===== src/rtl/gpio_padmode_pkg.sv =====
package gpio_padmode_pkg;
  localparam int ADDR_W = 8;
  localparam logic [ADDR_W-1:0] A_DIN    = 8'h04;
  localparam logic [ADDR_W-1:0] A_HI     = 8'h08;
  localparam logic [ADDR_W-1:0] A_LO     = 8'h0C;
  localparam logic [ADDR_W-1:0] A_DSET   = 8'h14;
  localparam logic [ADDR_W-1:0] A_DCLR   = 8'h18;
  localparam logic [ADDR_W-1:0] A_HISET  = 8'h4C;
  localparam logic [ADDR_W-1:0] A_HICLR  = 8'h50;
  localparam logic [ADDR_W-1:0] A_LOSET  = 8'h54;
  localparam logic [ADDR_W-1:0] A_LOCLR  = 8'h58;
  localparam logic [ADDR_W-1:0] A_LOCK   = 8'h80;
  localparam logic [15:0] LOCK_KEY = 16'hD42F;

  typedef struct packed {
    logic dataSet;
    logic dataClr;
    logic hiWr;
    logic hiSet;
    logic hiClr;
    logic loWr;
    logic loSet;
    logic loClr;
  } wrStb_t;

  typedef enum logic [2:0] {
    SEL_NONE, SEL_DIN, SEL_HI, SEL_LO, SEL_DATA, SEL_LOCK
  } rdSel_e;
endpackage


===== src/rtl/gpio_padmode_ctrl.sv =====
module gpio_padmode_ctrl
  import gpio_padmode_pkg::*;
(
  input  logic              clk,
  input  logic              rstN,
  input  logic [ADDR_W-1:0] busAddr,
  input  logic              busWrEn,
  input  logic [15:0]       keyField,
  output wrStb_t            stb,
  output rdSel_e            rdSel,
  output logic              lockActive
);
  logic lockWr;
  logic modeOk;

  assign lockWr = busWrEn && (busAddr == A_LOCK);
  assign modeOk = busWrEn && lockActive;

  always_ff @(posedge clk or negedge rstN) begin
    if (!rstN) lockActive <= 1'b0;
    else if (lockWr) lockActive <= (keyField == LOCK_KEY);
  end

  always_comb begin
    stb = '0;
    stb.dataSet = busWrEn && (busAddr == A_DSET);
    stb.dataClr = busWrEn && (busAddr == A_DCLR);
    stb.hiWr    = modeOk && (busAddr == A_HI);
    stb.hiSet   = modeOk && (busAddr == A_HISET);
    stb.hiClr   = modeOk && (busAddr == A_HICLR);
    stb.loWr    = modeOk && (busAddr == A_LO);
    stb.loSet   = modeOk && (busAddr == A_LOSET);
    stb.loClr   = modeOk && (busAddr == A_LOCLR);
  end

  always_comb begin
    case (busAddr)
      A_DIN:          rdSel = SEL_DIN;
      A_HI:           rdSel = SEL_HI;
      A_LO:           rdSel = SEL_LO;
      A_DSET, A_DCLR: rdSel = SEL_DATA;
      A_LOCK:         rdSel = SEL_LOCK;
      default:        rdSel = SEL_NONE;
    endcase
  end

  AST_LOCK_ARMS: assert property (@(posedge clk) disable iff (!rstN)
    (lockWr && keyField == LOCK_KEY) |=> lockActive);
  AST_LOCK_DROPS: assert property (@(posedge clk) disable iff (!rstN)
    (lockWr && keyField != LOCK_KEY) |=> !lockActive);
  AST_MODE_NEEDS_LOCK: assert property (@(posedge clk) disable iff (!rstN)
    (stb.hiWr || stb.hiSet || stb.hiClr || stb.loWr || stb.loSet || stb.loClr)
      |-> lockActive);
endmodule


===== src/rtl/gpio_padmode_dp.sv =====
module gpio_padmode_dp
  import gpio_padmode_pkg::*;
#(
  parameter int NPINS = 32
) (
  input  logic             clk,
  input  logic             rstN,
  input  wrStb_t           stb,
  input  rdSel_e           rdSel,
  input  logic             lockActive,
  input  logic [NPINS-1:0] wrBits,
  input  logic [NPINS-1:0] padIn,
  output logic [NPINS-1:0] padOe,
  output logic [NPINS-1:0] padOut,
  output logic [31:0]      rdData
);
  logic [NPINS-1:0] modeHi, modeLo, dataQ;
  logic [NPINS-1:0] syncA, syncB;
  logic [31:0] rdExt;

  always_ff @(posedge clk or negedge rstN) begin
    if (!rstN) begin
      modeHi <= '0;
      modeLo <= '0;
      dataQ  <= '0;
      syncA  <= '0;
      syncB  <= '0;
    end else begin
      syncA <= padIn;
      syncB <= syncA;
      if (stb.hiWr)       modeHi <= wrBits;
      else if (stb.hiSet) modeHi <= modeHi | wrBits;
      else if (stb.hiClr) modeHi <= modeHi & ~wrBits;
      if (stb.loWr)       modeLo <= wrBits;
      else if (stb.loSet) modeLo <= modeLo | wrBits;
      else if (stb.loClr) modeLo <= modeLo & ~wrBits;
      if (stb.dataSet)      dataQ <= dataQ | wrBits;
      else if (stb.dataClr) dataQ <= dataQ & ~wrBits;
    end
  end

  for (genvar p = 0; p < NPINS; p++) begin : g_pad
    always_comb begin
      unique case ({modeHi[p], modeLo[p]})
        2'b00: begin padOe[p] = 1'b0;      padOut[p] = 1'b0;     end
        2'b01: begin padOe[p] = 1'b1;      padOut[p] = dataQ[p]; end
        2'b10: begin padOe[p] = ~dataQ[p]; padOut[p] = 1'b0;     end
        default: begin padOe[p] = dataQ[p]; padOut[p] = 1'b1;    end
      endcase
    end
  end

  always_comb begin
    rdExt = '0;
    case (rdSel)
      SEL_DIN:  rdExt[NPINS-1:0] = syncB;
      SEL_HI:   rdExt[NPINS-1:0] = modeHi;
      SEL_LO:   rdExt[NPINS-1:0] = modeLo;
      SEL_DATA: rdExt[NPINS-1:0] = dataQ;
      SEL_LOCK: rdExt[31] = lockActive;
      default:  rdExt = '0;
    endcase
    rdData = rdExt;
  end

  AST_DATA_SET_ONLY_ONES: assert property (@(posedge clk) disable iff (!rstN)
    stb.dataSet |=> (dataQ == ($past(dataQ) | $past(wrBits))));
  AST_DATA_CLR_ONLY_ONES: assert property (@(posedge clk) disable iff (!rstN)
    stb.dataClr |=> (dataQ == ($past(dataQ) & ~$past(wrBits))));
  AST_MODE_FROZEN_UNLOCKED: assert property (@(posedge clk) disable iff (!rstN)
    !lockActive |=> ($stable(modeHi) && $stable(modeLo)));
  AST_SYNC_TWO_STAGES: assert property (@(posedge clk) disable iff (!rstN)
    ($past(rstN) && $past(rstN, 2)) |-> (syncB == $past(padIn, 2)));
endmodule


===== src/rtl/gpio_padmode_top.sv =====
module gpio_padmode_top
  import gpio_padmode_pkg::*;
#(
  parameter int NPINS = 32
) (
  input  logic             clk,
  input  logic             rstN,
  input  logic [7:0]       busAddr,
  input  logic             busWrEn,
  input  logic [31:0]      busWrData,
  output logic [31:0]      busRdData,
  input  logic [NPINS-1:0] padIn,
  output logic [NPINS-1:0] padOe,
  output logic [NPINS-1:0] padOut
);
  wrStb_t stb;
  rdSel_e rdSel;
  logic   lockActive;

  gpio_padmode_ctrl u_ctrl (
    .clk(clk), .rstN(rstN), .busAddr(busAddr), .busWrEn(busWrEn),
    .keyField(busWrData[15:0]), .stb(stb), .rdSel(rdSel), .lockActive(lockActive)
  );

  gpio_padmode_dp #(.NPINS(NPINS)) u_dp (
    .clk(clk), .rstN(rstN), .stb(stb), .rdSel(rdSel), .lockActive(lockActive),
    .wrBits(busWrData[NPINS-1:0]), .padIn(padIn), .padOe(padOe),
    .padOut(padOut), .rdData(busRdData)
  );

  initial begin
    assert (NPINS >= 1 && NPINS <= 32);
  end
endmodule


===== config.mk =====
export PLATFORM = sky130hd
export DESIGN_NAME = gpio_padmode_top
export DESIGN_NICKNAME = d
export VERILOG_FILES = /design/src/rtl/gpio_padmode_pkg.sv /design/src/rtl/gpio_padmode_ctrl.sv /design/src/rtl/gpio_padmode_dp.sv /design/src/rtl/gpio_padmode_top.sv
export SDC_FILE = /design/constraint.sdc
export NUM_CORES = 1
export LEC_CHECK = 0
export BUFFER_PORTS_ARGS = -buffer_cell sky130_fd_sc_hd__buf_2
export CELL_PAD_IN_SITES_DETAIL_PLACEMENT = 1
export CELL_PAD_IN_SITES_GLOBAL_PLACEMENT = 2
export CORE_MARGIN = 2
export CORE_UTILIZATION = 35
export CTS_CLUSTER_SIZE = 12
export DETAILED_ROUTE_END_ITERATION = 10
export PLACE_DENSITY_LB_ADDON = 0.1
export SLEW_MARGIN = 20
export SYNTH_ARGS = -nofsm -noshare
export SYNTH_HDL_FRONTEND = slang
export SYNTH_SLANG_ARGS = --single-unit
export TNS_END_PERCENT = 5

===== constraint.sdc =====
create_clock -name clk -period 3.9 [get_ports clk]
set_clock_uncertainty 0.05 [all_clocks]
set_input_delay 1.17 -clock clk [delete_from_list [all_inputs] [get_ports clk]]
set_output_delay 1.17 -clock clk [all_outputs]
set_load 0.005 [all_outputs]

==> summary by stage <==
Clock network
The clock reaches the later pin of the worst-skew pair after 430 ps. The total number of clock tree sinks is between 150 and 200. Counting along the longest clock path gives a buffer depth of 2. The cell sitting at the root of the clock tree is a sky130_fd_sc_hd__clkbuf_16. The deepest level of the CTS H-tree is 4. The clock buffer count from CTS is 17.

The number of hold buffers added after CTS was 0. Clock-pin slew was measured on the worst setup and hold paths at roughly 60 ps. The TritonCTS clock tree is yes.

Critical path
Data on the critical path arrives at its endpoint at roughly 2700 ps. Of all nets on the critical path, the largest fanout is 5. The kind of end point of the critical path is a primary output.

The kind of start point of the critical path is an input port. The count of cells along the worst register-to-register path is 5. STA puts the critical path data required time at 2680 ps. The path type of the worst setup path is in2out. For flop-to-flop paths, the worst setup slack is 1850 ps.

The source of the worst register-to-register timing path is u_ctrl.lockActive.

Die
The area of the core is 21020 sq um. The die covers 22650 sq um. 171 I/O pins were placed. The width of the die is 150.5 microns. Row generation in the floorplan step produced 53 rows. In this run the vertical extent of the chip is roughly 150 microns. The initial cell density of the core is 35.74%.

STA
The transition time at the pin with the least slew margin is 795.0 ps. The worst slew slack as a fraction of its limit is 47.00%. The clock period minus worst slack is 3894 ps. The final critical path takes up 99.84% of the cycle. The final setup TNS is 0 ps. The final setup violation count is 0. The final number of hold-violating endpoints is 0. The highest achievable clock rate is 256.8 MHz.

The final-report max-slew violation count is 0. Setup repair after global routing could not meet its margin everywhere.

Synth
The mean instance size in the synthesized netlist is 11.35 sq um. Synthesis handed over a netlist of 662 instances. The synthesized netlist devotes about 22% of its cell area to compound gates. After synthesis the cells add up to 7513 sq um. After synthesis, flip-flops and latches occupy 53.62% of the total area. Of the total synthesized cell area, the portion taken by full adders, half adders and majority gates is 0%. After synthesis, the largest family of logic cells by area is compound AO/OA/AOI/OAI gates. Counting every net in the synthesized netlist gives 737.

The unique cell type count in the Yosys netlist is 35. The portion of netlist area occupied by mux cells is ~8.6%. Synthesis inferred 161 register bits. The xor/xnor share of the synthesized area is 3.963%. During synthesis, Yosys emitted a total of 0 warnings. The synthesized netlist devotes about a tenth of its cell area to simple gates.

Finish
The area of the multi-input gates is between 3000 and 4000 sq um. 0 antenna diodes ended up in the layout. The net count reported at finish is 930. Compared with the post-synthesis result, the final layout area differs by 28.38%.

Cells with a size suffix above 1 make up 34.68% of the layout. The finished cells cover 9646 sq um. The finished layout holds 1143 standard cells, fillers aside. The sequential cell area is 4029 sq um. The layout has 2347 filler cells.

Placed design
The post-place instance area is 8945 sq um. Buffers placed on the I/O ports in this run total 170. The total instance count after detailed placement is around 1100. The final HPWL from detailed placement is between 15000 and 20000 microns.

Routability-driven placement finished with a final weighted congestion of 0.8441.

Detailed routing
After the first detailed-routing iteration, the DRC count stood at 230. The detailed-route DRC error count is 0. The number of nets with antenna violations after routing is 0. The detail-routed net length per standard cell is 21.90 microns. The via count is between 6000 and 7000. The final layout contains routed wiring with a total length of between 20000 and 30000 microns. The average vias per placed instance is 5.430.

Before antenna repair, the detailed router went through 5 iterations.

Job
Max-cap violations in this run came to 0.

Global route
The overall overflow remaining after global route is 0. The number of antenna violations at the first check in global routing was 1. The overall track demand over capacity in global routing is around 23%.

The via count of the first global-routing pass is 6753. Entering global routing, the biggest net connects 80 pins. The global-route wire length before repair is 39360 microns.

Min path
For hold timing, the worst endpoint is u_dp.syncB[15]. The worst hold path cell count is 0. The worst hold path belongs to the class reg2reg. The worst min-delay path startpoint is u_dp.syncA[15].

Outcome
The run finished with clean final reports.

Pwr
The largest voltage drop on the vdd net is 0.2603 mV. The standby leakage power is approximately 4.6 nW. For this design the ratio of total power to cell area is roughly 430 nW/um^2. Overall power consumption after layout is estimated at 4.101 mW.
cell families after synthesis:
group / after synthesis
xor gates and xnor gates: 34
and+or+nand+nor: 140
AOI/OAI and AO/OA: 238
DFF: 161
muxes: 48
buffers and inverters: 41
where the power goes:
group          switching [mW]  total [mW]  internal, mW
sequential             0.0963        1.86          1.76
combinational           0.231       0.430         0.199
clock                   0.763        1.81          1.05
worst max path at each step:
stage	startpoint	to	slack (ps)	cells past startpoint
2_1_floorplan	busAddr[1]	busRdData[0]	100	6
3_3_place_gp	busAddr[5]	busRdData[0]	-90	7
3_5_place_dp	busAddr[5]	busRdData[27]	-210	9
4_1_cts	busAddr[5]	busRdData[27]	-5	7
5_1_grt	busAddr[5]	busRdData[2]	-90	9
6_report	busAddr[5]	busRdData[12]	6	9
placed cells by master (no fill, tap or decap), drive strengths merged, types with 2 or more instances in the layout:
cell / count
buf: 215
dfrtp: 161
nand2: 79
a22oi: 49
mux2: 40
xnor2: 34
a21oi: 33
o21a: 32
nand2b: 32
a31oi: 32
o21ai: 31
a21boi: 28
a22o: 28
clkbuf: 18
inv: 9
mux2i: 8
a32o: 4
nor4: 4
nor2: 3
and3b: 3
nand4: 3
bufinv: 3
nor4b: 3
nand3: 3
and3: 2
and2: 2
and4b: 2
nor4bb: 2
clkinv: 2
per-layer routing:
metal	global-route usage (%)	vias up	wire length, microns
li1	-	2808	-
met1	28.60	3207	10680
met2	39.45	161	12780
met3	4.485	28	1207
met4	6.226	2	351
met5	0	-	7
repair_timing:
action	4_1_cts	5_1_grt
gates cloned	0	0
setup buffers	1	2
pin swaps	0	0
endpoints found under the setup margin	30	29
resized for setup	6	21
critical path, cell delays in order:
cell and delay [ps]:
sky130_fd_sc_hd__buf_2 110, sky130_fd_sc_hd__buf_4 140, sky130_fd_sc_hd__nor4_4 330, sky130_fd_sc_hd__buf_4 180, sky130_fd_sc_hd__and3_1 210, sky130_fd_sc_hd__buf_4 190
sky130_fd_sc_hd__a22oi_1 80, sky130_fd_sc_hd__o21ai_0 100, sky130_fd_sc_hd__buf_2 150
layout make-up:
cell class,instances,area share [%]
tap,275,3.567
timing repair buffer,215,13.11
multi-input combinational,460,35.05
clock inverter,14,1.946
sequential,161,41.77
clock buffer,18,4.553
Yosys cell counts, drive strengths merged:
cell type  count  area (sq um)
a21boi        28         210.2
a21oi         33         165.2
a22o          28         245.2
a22oi         49         367.9
a31oi         32         200.2
a32o           4         40.04
and2           2         12.51
and3           2         12.51
and3b          3         26.28
and4b          2         20.02
buf           15         90.08
clkbuf        26         97.59
dfrtp        161          4029
mux2          40         563.0
mux2i          8         80.08
nand2         79         296.5
nand2b        32         200.2
nand3          3         15.01
nand4          3         18.77
nor2           3         11.26
nor3b          1         12.51
nor4           4         31.28
nor4b          3         32.53
nor4bb         2         20.02
o21a          32         240.2
o21ai         31         155.1
o41ai          1         8.760
or4b           1         13.76
xnor2         34         297.8
stage by stage:
step / hold slack, ps / worst slack (ps) / utilization (%)
2_1_floorplan: 281.2 / 101.8 / -
3_3_place_gp: 282.4 / -94.69 / 42.55
3_5_place_dp: 286.4 / -213.9 / 42.55
4_1_cts: 301.8 / -4.657 / 45.69
5_1_grt: 309.9 / -86.27 / 45.88
6_report: 299.1 / 6.200 / 45.88
Power figures use the tool's default switching activity.
